`src/rtl/dbg_regs_pkg.sv`:
```
package dbg_regs_pkg;

  localparam int REG_W = 8;
  localparam int CMD_W = 4;

  // Bit positions that the read path and the owners agree on
  localparam int CTL_DME_BIT = 7;
  localparam int FLG_TXC_BIT = 0;
  localparam int FLG_SPE_BIT = 1;

  typedef enum logic [CMD_W-1:0] {
    CMD_NOP      = 4'b0000,
    CMD_RD_REG   = 4'b0001,
    CMD_RD_DATA  = 4'b0010,
    CMD_RD_STACK = 4'b0011,
    CMD_WR_REG   = 4'b0100,
    CMD_WR_DATA  = 4'b0101,
    CMD_STEP     = 4'b0110,
    CMD_RETURN   = 4'b0111,
    CMD_UNLOCK   = 4'b1000,
    CMD_RD_SEL   = 4'b1001,
    CMD_EXEC_TST = 4'b1010
  } dbg_cmd_e;

  // Is a loaded code one the handler may act on?
  function automatic logic cmd_supported(input logic [CMD_W-1:0] code,
                                         input logic test_ok);
    logic ok;
    ok = 1'b0;
    if (code <= CMD_W'(CMD_RD_SEL)) ok = 1'b1;
    else if (code == CMD_W'(CMD_EXEC_TST)) ok = test_ok;
    return ok;
  endfunction

  // Control register image as the CPU sees it
  function automatic logic [REG_W-1:0] ctl_image(input logic [CMD_W-1:0] cmd,
                                                 input logic dme);
    logic [REG_W-1:0] img;
    img = '0;
    img[CMD_W-1:0] = cmd;
    img[CTL_DME_BIT] = dme;
    return img;
  endfunction

  // Flag register image as the CPU sees it
  function automatic logic [REG_W-1:0] flg_image(input logic txc,
                                                 input logic spe_loc,
                                                 input logic spe_tap);
    logic [REG_W-1:0] img;
    img = '0;
    img[FLG_TXC_BIT] = txc;
    img[FLG_SPE_BIT] = spe_loc | spe_tap;
    return img;
  endfunction

endpackage

```
`src/rtl/dbg_ctl_reg.sv`:
```
module dbg_ctl_reg
  import dbg_regs_pkg::*;
#(
  parameter int CW = CMD_W
) (
  input  logic          clk,
  input  logic          rst_n,
  input  logic          tlr,
  input  logic          cmd_we,
  input  logic [CW-1:0] cmd_din,
  input  logic          dme_we,
  input  logic          dme_din,
  input  logic          bg_mode,
  input  logic          test_ok,
  output logic [CW-1:0] cmd_q,
  output logic          dme_q,
  output logic          cmd_strobe
);

  logic dme_upd;
  logic strobe_nxt;

  assign dme_upd    = dme_we & bg_mode;
  assign strobe_nxt = cmd_we & cmd_supported(CMD_W'(cmd_din), test_ok);

  always_ff @(posedge clk or negedge rst_n) begin
    if (!rst_n) begin
      cmd_q      <= '0;
      dme_q      <= 1'b0;
      cmd_strobe <= 1'b0;
    end else if (tlr) begin
      cmd_q      <= '0;
      dme_q      <= 1'b0;
      cmd_strobe <= 1'b0;
    end else begin
      if (cmd_we)  cmd_q <= cmd_din;
      if (dme_upd) dme_q <= dme_din;
      cmd_strobe <= strobe_nxt;
    end
  end

endmodule

```
`src/rtl/dbg_flag_reg.sv`:
```
module dbg_flag_reg (
  input  logic clk,
  input  logic rst_n,
  input  logic tlr,
  input  logic xfer_done,
  input  logic de_clr,
  input  logic cpu_wr_flag,
  input  logic cpu_bit0,
  input  logic spe_set,
  input  logic tap_we,
  input  logic tap_din,
  input  logic rod,
  output logic txc_q,
  output logic spe_loc_q,
  output logic spe_tap_q,
  output logic pss_pulse
);

  logic txc_nxt;
  logic spe_tap_nxt;

  // Ownership priority: hardware set, then CPU write, then engine clear
  always_comb begin
    txc_nxt = txc_q;
    if (xfer_done)        txc_nxt = 1'b1;
    else if (cpu_wr_flag) txc_nxt = cpu_bit0;
    else if (de_clr)      txc_nxt = 1'b0;
  end

  always_comb begin
    spe_tap_nxt = spe_tap_q;
    if (rod)         spe_tap_nxt = 1'b0;
    else if (tap_we) spe_tap_nxt = tap_din;
  end

  always_ff @(posedge clk or negedge rst_n) begin
    if (!rst_n) begin
      txc_q     <= 1'b0;
      spe_loc_q <= 1'b0;
      spe_tap_q <= 1'b0;
      pss_pulse <= 1'b0;
    end else if (tlr) begin
      txc_q     <= 1'b0;
      spe_loc_q <= 1'b0;
      spe_tap_q <= 1'b0;
      pss_pulse <= 1'b0;
    end else begin
      txc_q     <= txc_nxt;
      spe_tap_q <= spe_tap_nxt;
      pss_pulse <= cpu_wr_flag;
      if (spe_set) spe_loc_q <= 1'b1;
    end
  end

endmodule

```
`src/rtl/dbg_rd_mux.sv`:
```
module dbg_rd_mux
  import dbg_regs_pkg::*;
#(
  parameter int DW = REG_W,
  parameter int CW = CMD_W
) (
  input  logic          rd,
  input  logic          sel_flag,
  input  logic [CW-1:0] cmd_q,
  input  logic          dme_q,
  input  logic          txc_q,
  input  logic          spe_loc_q,
  input  logic          spe_tap_q,
  output logic [DW-1:0] rdata
);

  logic [REG_W-1:0] ctl_img;
  logic [REG_W-1:0] flg_img;

  assign ctl_img = ctl_image(CMD_W'(cmd_q), dme_q);
  assign flg_img = flg_image(txc_q, spe_loc_q, spe_tap_q);

  always_comb begin
    rdata = '0;
    if (rd) rdata = sel_flag ? DW'(flg_img) : DW'(ctl_img);
  end

endmodule

```
`src/rtl/dbg_ctl_flag_regs.sv`:
```
module dbg_ctl_flag_regs
  import dbg_regs_pkg::*;
#(
  parameter int DATA_W = REG_W,
  parameter int CODE_W = CMD_W
) (
  input  logic              clk,
  input  logic              rst_n,
  input  logic              tap_tlr,
  input  logic              de_cmd_we,
  input  logic [CODE_W-1:0] de_cmd,
  input  logic              de_dme_we,
  input  logic              de_dme,
  input  logic              de_txc_clr,
  input  logic              de_spe_set,
  input  logic              tap_xfer_done,
  input  logic              tap_spe_we,
  input  logic              tap_spe_din,
  input  logic              tap_rod,
  input  logic              bg_mode,
  input  logic              test_mode_en,
  input  logic              cpu_rd,
  input  logic              cpu_wr,
  input  logic              cpu_sel,
  input  logic [DATA_W-1:0] cpu_wdata,
  output logic [DATA_W-1:0] rdata,
  output logic [CODE_W-1:0] cmd_code,
  output logic              cmd_valid,
  output logic              bkpt_en,
  output logic              pss_clr
);

  // Named internal events for the checker
  logic [CODE_W-1:0] cmd_q_w;
  logic              dme_q_w;
  logic              txc_q_w;
  logic              spe_loc_w;
  logic              spe_tap_w;
  logic              cpu_flag_wr_w;
  logic              unused_wdata_hi;

  assign cpu_flag_wr_w   = cpu_wr & cpu_sel;
  assign unused_wdata_hi = ^cpu_wdata[DATA_W-1:1];

  dbg_ctl_reg #(.CW(CODE_W)) u_ctl (
    .clk       (clk),
    .rst_n     (rst_n),
    .tlr       (tap_tlr),
    .cmd_we    (de_cmd_we),
    .cmd_din   (de_cmd),
    .dme_we    (de_dme_we),
    .dme_din   (de_dme),
    .bg_mode   (bg_mode),
    .test_ok   (test_mode_en),
    .cmd_q     (cmd_q_w),
    .dme_q     (dme_q_w),
    .cmd_strobe(cmd_valid)
  );

  dbg_flag_reg u_flg (
    .clk        (clk),
    .rst_n      (rst_n),
    .tlr        (tap_tlr),
    .xfer_done  (tap_xfer_done),
    .de_clr     (de_txc_clr),
    .cpu_wr_flag(cpu_flag_wr_w),
    .cpu_bit0   (cpu_wdata[0]),
    .spe_set    (de_spe_set),
    .tap_we     (tap_spe_we),
    .tap_din    (tap_spe_din),
    .rod        (tap_rod),
    .txc_q      (txc_q_w),
    .spe_loc_q  (spe_loc_w),
    .spe_tap_q  (spe_tap_w),
    .pss_pulse  (pss_clr)
  );

  dbg_rd_mux #(.DW(DATA_W), .CW(CODE_W)) u_rd (
    .rd       (cpu_rd),
    .sel_flag (cpu_sel),
    .cmd_q    (cmd_q_w),
    .dme_q    (dme_q_w),
    .txc_q    (txc_q_w),
    .spe_loc_q(spe_loc_w),
    .spe_tap_q(spe_tap_w),
    .rdata    (rdata)
  );

  assign cmd_code = cmd_q_w;
  assign bkpt_en  = dme_q_w;

endmodule

```
`config.mk`:
```
export PLATFORM = sky130hd
export DESIGN_NAME = dbg_ctl_flag_regs
export DESIGN_NICKNAME = d
export VERILOG_FILES = /design/src/rtl/dbg_regs_pkg.sv /design/src/rtl/dbg_ctl_reg.sv /design/src/rtl/dbg_flag_reg.sv /design/src/rtl/dbg_rd_mux.sv /design/src/rtl/dbg_ctl_flag_regs.sv
export SDC_FILE = /design/constraint.sdc
export NUM_CORES = 1
export LEC_CHECK = 0
export BUFFER_PORTS_ARGS = -buffer_cell sky130_fd_sc_hd__buf_4
export CAP_MARGIN = 20
export CELL_PAD_IN_SITES_DETAIL_PLACEMENT = 0
export CELL_PAD_IN_SITES_GLOBAL_PLACEMENT = 1
export CORE_UTILIZATION = 25
export DETAILED_ROUTE_END_ITERATION = 12
export MAX_ROUTING_LAYER = met4
export PLACE_DENSITY_LB_ADDON = 0.1
export SYNTH_ARGS = -nofsm -noshare
export SYNTH_HDL_FRONTEND = slang
export SYNTH_SLANG_ARGS = --single-unit
```
`constraint.sdc`:
```
create_clock -name clk -period 1.7 [get_ports clk]
set_input_delay 0.255 -clock clk [delete_from_list [all_inputs] [get_ports clk]]
set_output_delay 0.255 -clock clk [all_outputs]
set_load 0.1 [all_outputs]
```
==> summary.txt, run 1 <==
Worst setup path
  • R2r startpoint: u_flg.txc_q
  • Startpoint Class: register
  • Largest stage delay, worst path: 0.41 ns
  • Slowest cell on the critical path: dfrtp_2
  • CP required: 1.44 ns
  • Cells along the critical path: o21ai_0 -> a21oi_4 -> buf_4
  • Crit path DAT: 1.25 ns
  • Critical path class: register to primary output
  • CP bufs+invs: 1
  • CP max FO: 3
  • CP Launch Point: u_ctl.cmd_q[1]
  • Critical path endpoint category: primary output
  • Largest delay contributor family on the critical path: flip-flops

Detailed routing
  • Vias/cell: roughly 4.1
  • WL/cell: ~10 um
  • Pre-antenna DRT Iters: 2
  • First-iteration detailed-routing DRC count: 8
  • Total Wirelength: 1110 um
  • DRC: 0
  • Via count of the routed design: 455
  • Post-route ant nets: 0

GRT
  • Pin count of the biggest net entering global routing: 11
  • Vias in the first global route: 396
  • Global-route wire length before repair: approximately 1700 um
  • Initial antenna violation count: 0
  • GRT Overall Usage: 12.5%
  • GRT Residual Overflow: 0

STA
  • F_max: 666 MHz
  • Max Slew Vio Count: 0
  • Final Cycle Share: about nine tenths
  • Post-route setup TNS: 0 ns
  • Final setup skew: 0 ns
  • Clock period minus worst slack: 1.50 ns
  • RSZ-0062 raised after global routing: false
  • Final-report hold violation count: 0
  • Final-report setup violation count: 0
  • Hold Slack: 0.136 ns
  • Final WS setup: 0.198 ns

Finish
  • Layout Cells excl Fill: 111
  • Fillers: 193
  • Nets: 116
  • Commonest non-fill, non-tap cell in the layout: buf_4
  • Post-layout util: 46.0%
  • Layout cells sized above 1: 54.7%
  • Most frequent cells in the layout: buf_4 (33), nor2_1 (8), mux2i_1 (6)
  • Syn-to-layout area delta: 66.9%
  • Number of diodes: 0

Floorplan
  • Die Wd: between 40 and 50 um
  • Core area: 1780 sq um
  • Initial Util: 27.6%
  • Rows: 15
  • DIE HEIGHT: about 46 um
  • Die area: 2150 sq um
  • IO Pins: 44

Power
  • Peak VDD IR: 599 uV
  • Leakage: 0.427 nW
  • Pwr Density: 863 nW/um^2

Placement
  • Hpwl dp: 862 um
  • Port bufs: 33
  • Placed insts: 106
  • DP Worst Slack: 0.369 ns
  • Routability congestion estimate: just under 0.7

Clocking
  • Clk_lat worst skew: 0.26 ns
  • Root Driver: clkbuf_4
  • Clock Pin Slew Worst Setup and Hold Paths: 0.06 ns
  • Worst-case clock buffer depth: 2
  • Clk sinks: 10
  • CTS tree: yes
  • Num CTS Buffers: 3
  • CTS resizes: 0
  • H-tree Lvls: 1

Job
  • Max_cap viols: 0

Logic synthesis
  • Mux share of post-synthesis cell area: 12.2%
  • Simple-gate area share of the yosys netlist: 21.4%
  • Adder-Cell Fraction of Synth Area: 0%
  • Compound-cell area share of the yosys netlist: between 7 and 8%
  • Sequential share of the synthesized area: 50.9%
  • Mean Syn Cell Area: between 9 and 10 sq um
  • Main combinational cell family by area after synthesis: simple AND/OR/NAND/NOR gates
  • Netlist cell types: 17
  • #FFs+latches synth: 10
  • Post-Syn Instances: 51
  • Yosys warnings: 0
  • Post-synthesis xor/xnor area fraction: 0%
  • Post-synthesis cell area: 492 sq um

Hold path
  • Hold WC Path Type: input pin to register
  • Critical hold path startpoint: tap_rod

Outcome
  • Status: complete, no violations
Yosys cell counts, drive strengths merged:
cell / instances / share of area (%)
buf: 5 / 6.6
and2: 3 / 3.8
inv: 1 / 0.76
mux2i: 6 / 12
dfrtp: 10 / 51
nor2b: 2 / 2.5
conb: 1 / 0.76
nand2b: 2 / 2.5
a21oi: 3 / 3.1
a21o: 1 / 1.5
a221oi: 1 / 1.8
nand3: 1 / 1.0
nand2: 3 / 2.3
nor3: 3 / 3.1
nor2: 8 / 6.1
o21ai: 1 / 1.0
worst register-to-register path: stages, from the launching register on:
cell and delay, ns:
dfrtp_1 0.38, a221oi_1 0.26, nor3_1 0.09
sequential cells by signal, indices dropped and copies added (netlist names):
register	cells
u_ctl.cmd_q	4
u_flg.spe_loc_q	1
u_flg.txc_q	1
u_ctl.cmd_strobe	1
u_ctl.dme_q	1
u_flg.spe_tap_q	1
u_flg.pss_pulse	1
stage by stage:
| stage | power (W) | area [sq um] |
|---|---|---|
| finish | 0.000708 | 821 |
| global route | 0.000748 | 821 |
| CTS | 0.000720 | 821 |
| global placement | 0.000499 | 774 |
| floorplan | 0.000431 | 528 |
| detailed placement | 0.000499 | 774 |
kinds of logic (layout without fill, tap and decap cells):
family          after synthesis  count (layout)
mux                           6               6
compound gates                6               6
flops                        10              10
simple gates                 22              22
other cells                   1               3
buf+inv                       6              39
report_power, final:
part           internal (W)  leakage [nW]  switching, W
Sequential         0.000251         0.125    0.00000711
Combinational     0.0000688         0.281      0.000167
Clock              0.000130        0.0210     0.0000835
Total              0.000450         0.427      0.000258
cell type report:
cell class	count	area, sq um	area share [%]
well taps	25	31.3	3.81
flip-flops and latches	10	256	31.3
inverters	1	3.75	0.457
clock buffers	4	36.3	4.42
multi-input cells	37	235	28.7
repair buffers	34	258	31.4
timing repair:
action,in CTS,in global routing
hold buffers,1,0
hold endpoints to repair,10,0
setup buffers,0,0
final timing paths:
check / to / slack (ns) / cells after the start
hold / removal: u_flg.spe_tap_q / 0.14 / 2
min in group asynchronous: u_flg.txc_q / 0.36 / 2
max in group asynchronous: u_ctl.dme_q / 1.18 / 2
setup / recovery: rdata[1] / 0.20 / 3
setup reg to reg: u_flg.txc_q / 0.86 / 2
hold reg to reg: u_flg.spe_loc_q / 0.52 / 2
layer usage:
metal	GRT usage (%)	share of wire (%)	vias to the layer above
li1	-	-	231
met1	14.7	45	202
met5	-	0	-
met2	18.1	47	22
met4	5.29	0	0
met3	5.88	8.2	0
No activity file was read; power rests on OpenSTA's default activity.
==> run 2, diff against run 1 <==
==> constraint.sdc (replaced) <==
create_clock -name clk -period 1.8 [get_ports clk]
set_input_delay 0.27 -clock clk [delete_from_list [all_inputs] [get_ports clk]]
set_output_delay 0.27 -clock clk [all_outputs]
set_load 0.1 [all_outputs]
==> run 2 against run 1 <==
  * Clock power down 7%
  * Global-route usage is 0.42 points lower
  * Highest routed layer unchanged
  * Sequential share of layout area did not move
  * Critical path depth stayed put
  * Setup slack better by 0.086 ns
  * Final cell count unchanged
  * Count of clock-buffer cells in the layout unchanged
  * Sequential power down 6%
  * Non-clock buffer count is the same
  * Hold slack better by 0.021 ns
  * Register-to-register slack better by 0.10 ns
  * Combinational power down 6%
==> summary.txt, run 2 (synthesis results as in run 1) <==
Outcome
  • Status: complete, no violations

Floorplan
  • Initial Util: 27.6%
  • Core area: 1780 sq um
  • Die Wd: 46.4 um
  • DIE HEIGHT: 46.4 um
  • IO Pins: 44
  • Rows: 15
  • Die area: 2150 sq um

Finish
  • Layout Cells excl Fill: 111
  • Most frequent cells in the layout: buf_4 (33), nor2_1 (8), mux2i_1 (6)
  • Top reg by flops: u_ctl.cmd_q
  • Commonest non-fill, non-tap cell in the layout: buf_4
  • Max FFs per register: 4
  • Layout cells sized above 1: 54.7%
  • Nets: roughly 120
  • Syn-to-layout area delta: 66.9%
  • Number of diodes: 0

GRT
  • GRT Overall Usage: between 10% and 20%
  • Global-route wire length before repair: about 1700 um
  • GRT Residual Overflow: 0
  • Vias in the first global route: 407
  • Initial antenna violation count: 0
  • Pin count of the biggest net entering global routing: 11

Worst setup path
  • Critical path endpoint category: primary output
  • CP max FO: 3
  • Critical path class: register to primary output
  • CP required: between 1.5 and 2 ns
  • Startpoint Class: register
  • Crit path DAT: 1.25 ns

STA
  • Final-report setup violation count: 0
  • RSZ-0062 raised after global routing: false
  • Final setup skew: 0 ns
  • Final WS setup: 0.284 ns
  • F_max: 659 MHz
  • Clock period minus worst slack: 1.52 ns
  • Final Cycle Share: between 80% and 90%
  • Max Slew Vio Count: 0
  • Post-route setup TNS: 0 ns
  • Final-report hold violation count: 0

Clocking
  • Clk_lat worst skew: 0.26 ns
  • CTS resizes: 0
  • CTS tree: yes
  • Num CTS Buffers: 3
  • Root Driver: clkbuf_4
  • H-tree Lvls: 1
  • Clk sinks: 10
  • Clock Pin Slew Worst Setup and Hold Paths: approximately 0.060 ns
  • Worst-case clock buffer depth: 2

Power
  • Peak VDD IR: between 400 and 500 uV
  • Leakage: 0.427 nW
  • Pwr Density: 811 nW/um^2

Job
  • Max_cap viols: 0

Detailed routing
  • Post-route ant nets: 0
  • Pre-antenna DRT Iters: 2
  • Vias/cell: 4.01
  • Via count of the routed design: 445
  • DRC: 0
  • WL/cell: roughly 9.6 um
  • Total Wirelength: 1060 um
  • First-iteration detailed-routing DRC count: 4

Placement
  • DP Worst Slack: 0.455 ns
  • Routability congestion estimate: 0.676
  • Port bufs: 33
  • Placed insts: 106
  • Hpwl dp: 853 um

Hold path
  • Hold WC Path Type: input pin to register
run 2: cell counts in the layout (fill, tap and decap cells not counted):
No cell type changed its count.
run 2: layer usage:
metal / track usage (%) / share of wire, % / up-vias
met1: 15.2 / 45 / 193
met5: - / 0 / -
li1: - / - / 232
met4: 1.76 / 0 / 0
met2: 17.8 / 48 / 20
met3: 5.88 / 7.3 / 0
run 2: final cells by class:
| type | instances | area (sq um) |
|---|---|---|
| clock buffers | 4 | 36.3 |
| fillers | 180 | 962 |
| inverters | 1 | 3.75 |
| multi-input cells | 37 | 235 |
| flip-flops and latches | 10 | 256 |
| well taps | 25 | 31.3 |
| repair buffers | 34 | 258 |
run 2: worst paths after layout:
path	start	endpoint	slack, ns	cells after the start
setup / recovery	u_ctl.cmd_q[1]	rdata[1]	0.28	3
hold / removal	tap_rod	u_flg.spe_tap_q	0.16	2
setup reg to reg	u_flg.txc_q	u_flg.txc_q	0.96	2
hold reg to reg	u_flg.spe_loc_q	u_flg.spe_loc_q	0.52	2
max in group asynchronous	rst_n	u_ctl.dme_q	1.27	2
min in group asynchronous	rst_n	u_flg.txc_q	0.37	2
run 2: power by group:
group          internal (W)  switching [W]
clock              0.000123      0.0000762
sequential         0.000238     0.00000689
combinational     0.0000650       0.000157
run 2: worst max-delay path, stage by stage (launching register included):
cell and delay [ns]:
dfrtp_2 0.41, o21ai_0 0.30, a21oi_4 0.04, buf_4 0.24
run 2: repair_timing:
| action | 4_1_cts | 5_1_grt |
|---|---|---|
| endpoints found under the hold margin | 10 | 0 |
| hold buffers | 1 | 0 |
| buffers inserted | 0 | 0 |
run 2: per-stage QoR:
stage	total power, W	hold WS [ns]	area [sq um]	utilization (%)
6_report	0.000665	0.157	821	46.0
5_1_grt	0.000698	0.156	821	46.0
2_1_floorplan	0.000408	-0.0256	528	-
3_3_place_gp	0.000471	0.106	774	43.4
4_1_cts	0.000677	0.148	821	46.0
3_5_place_dp	0.000471	0.106	774	43.4
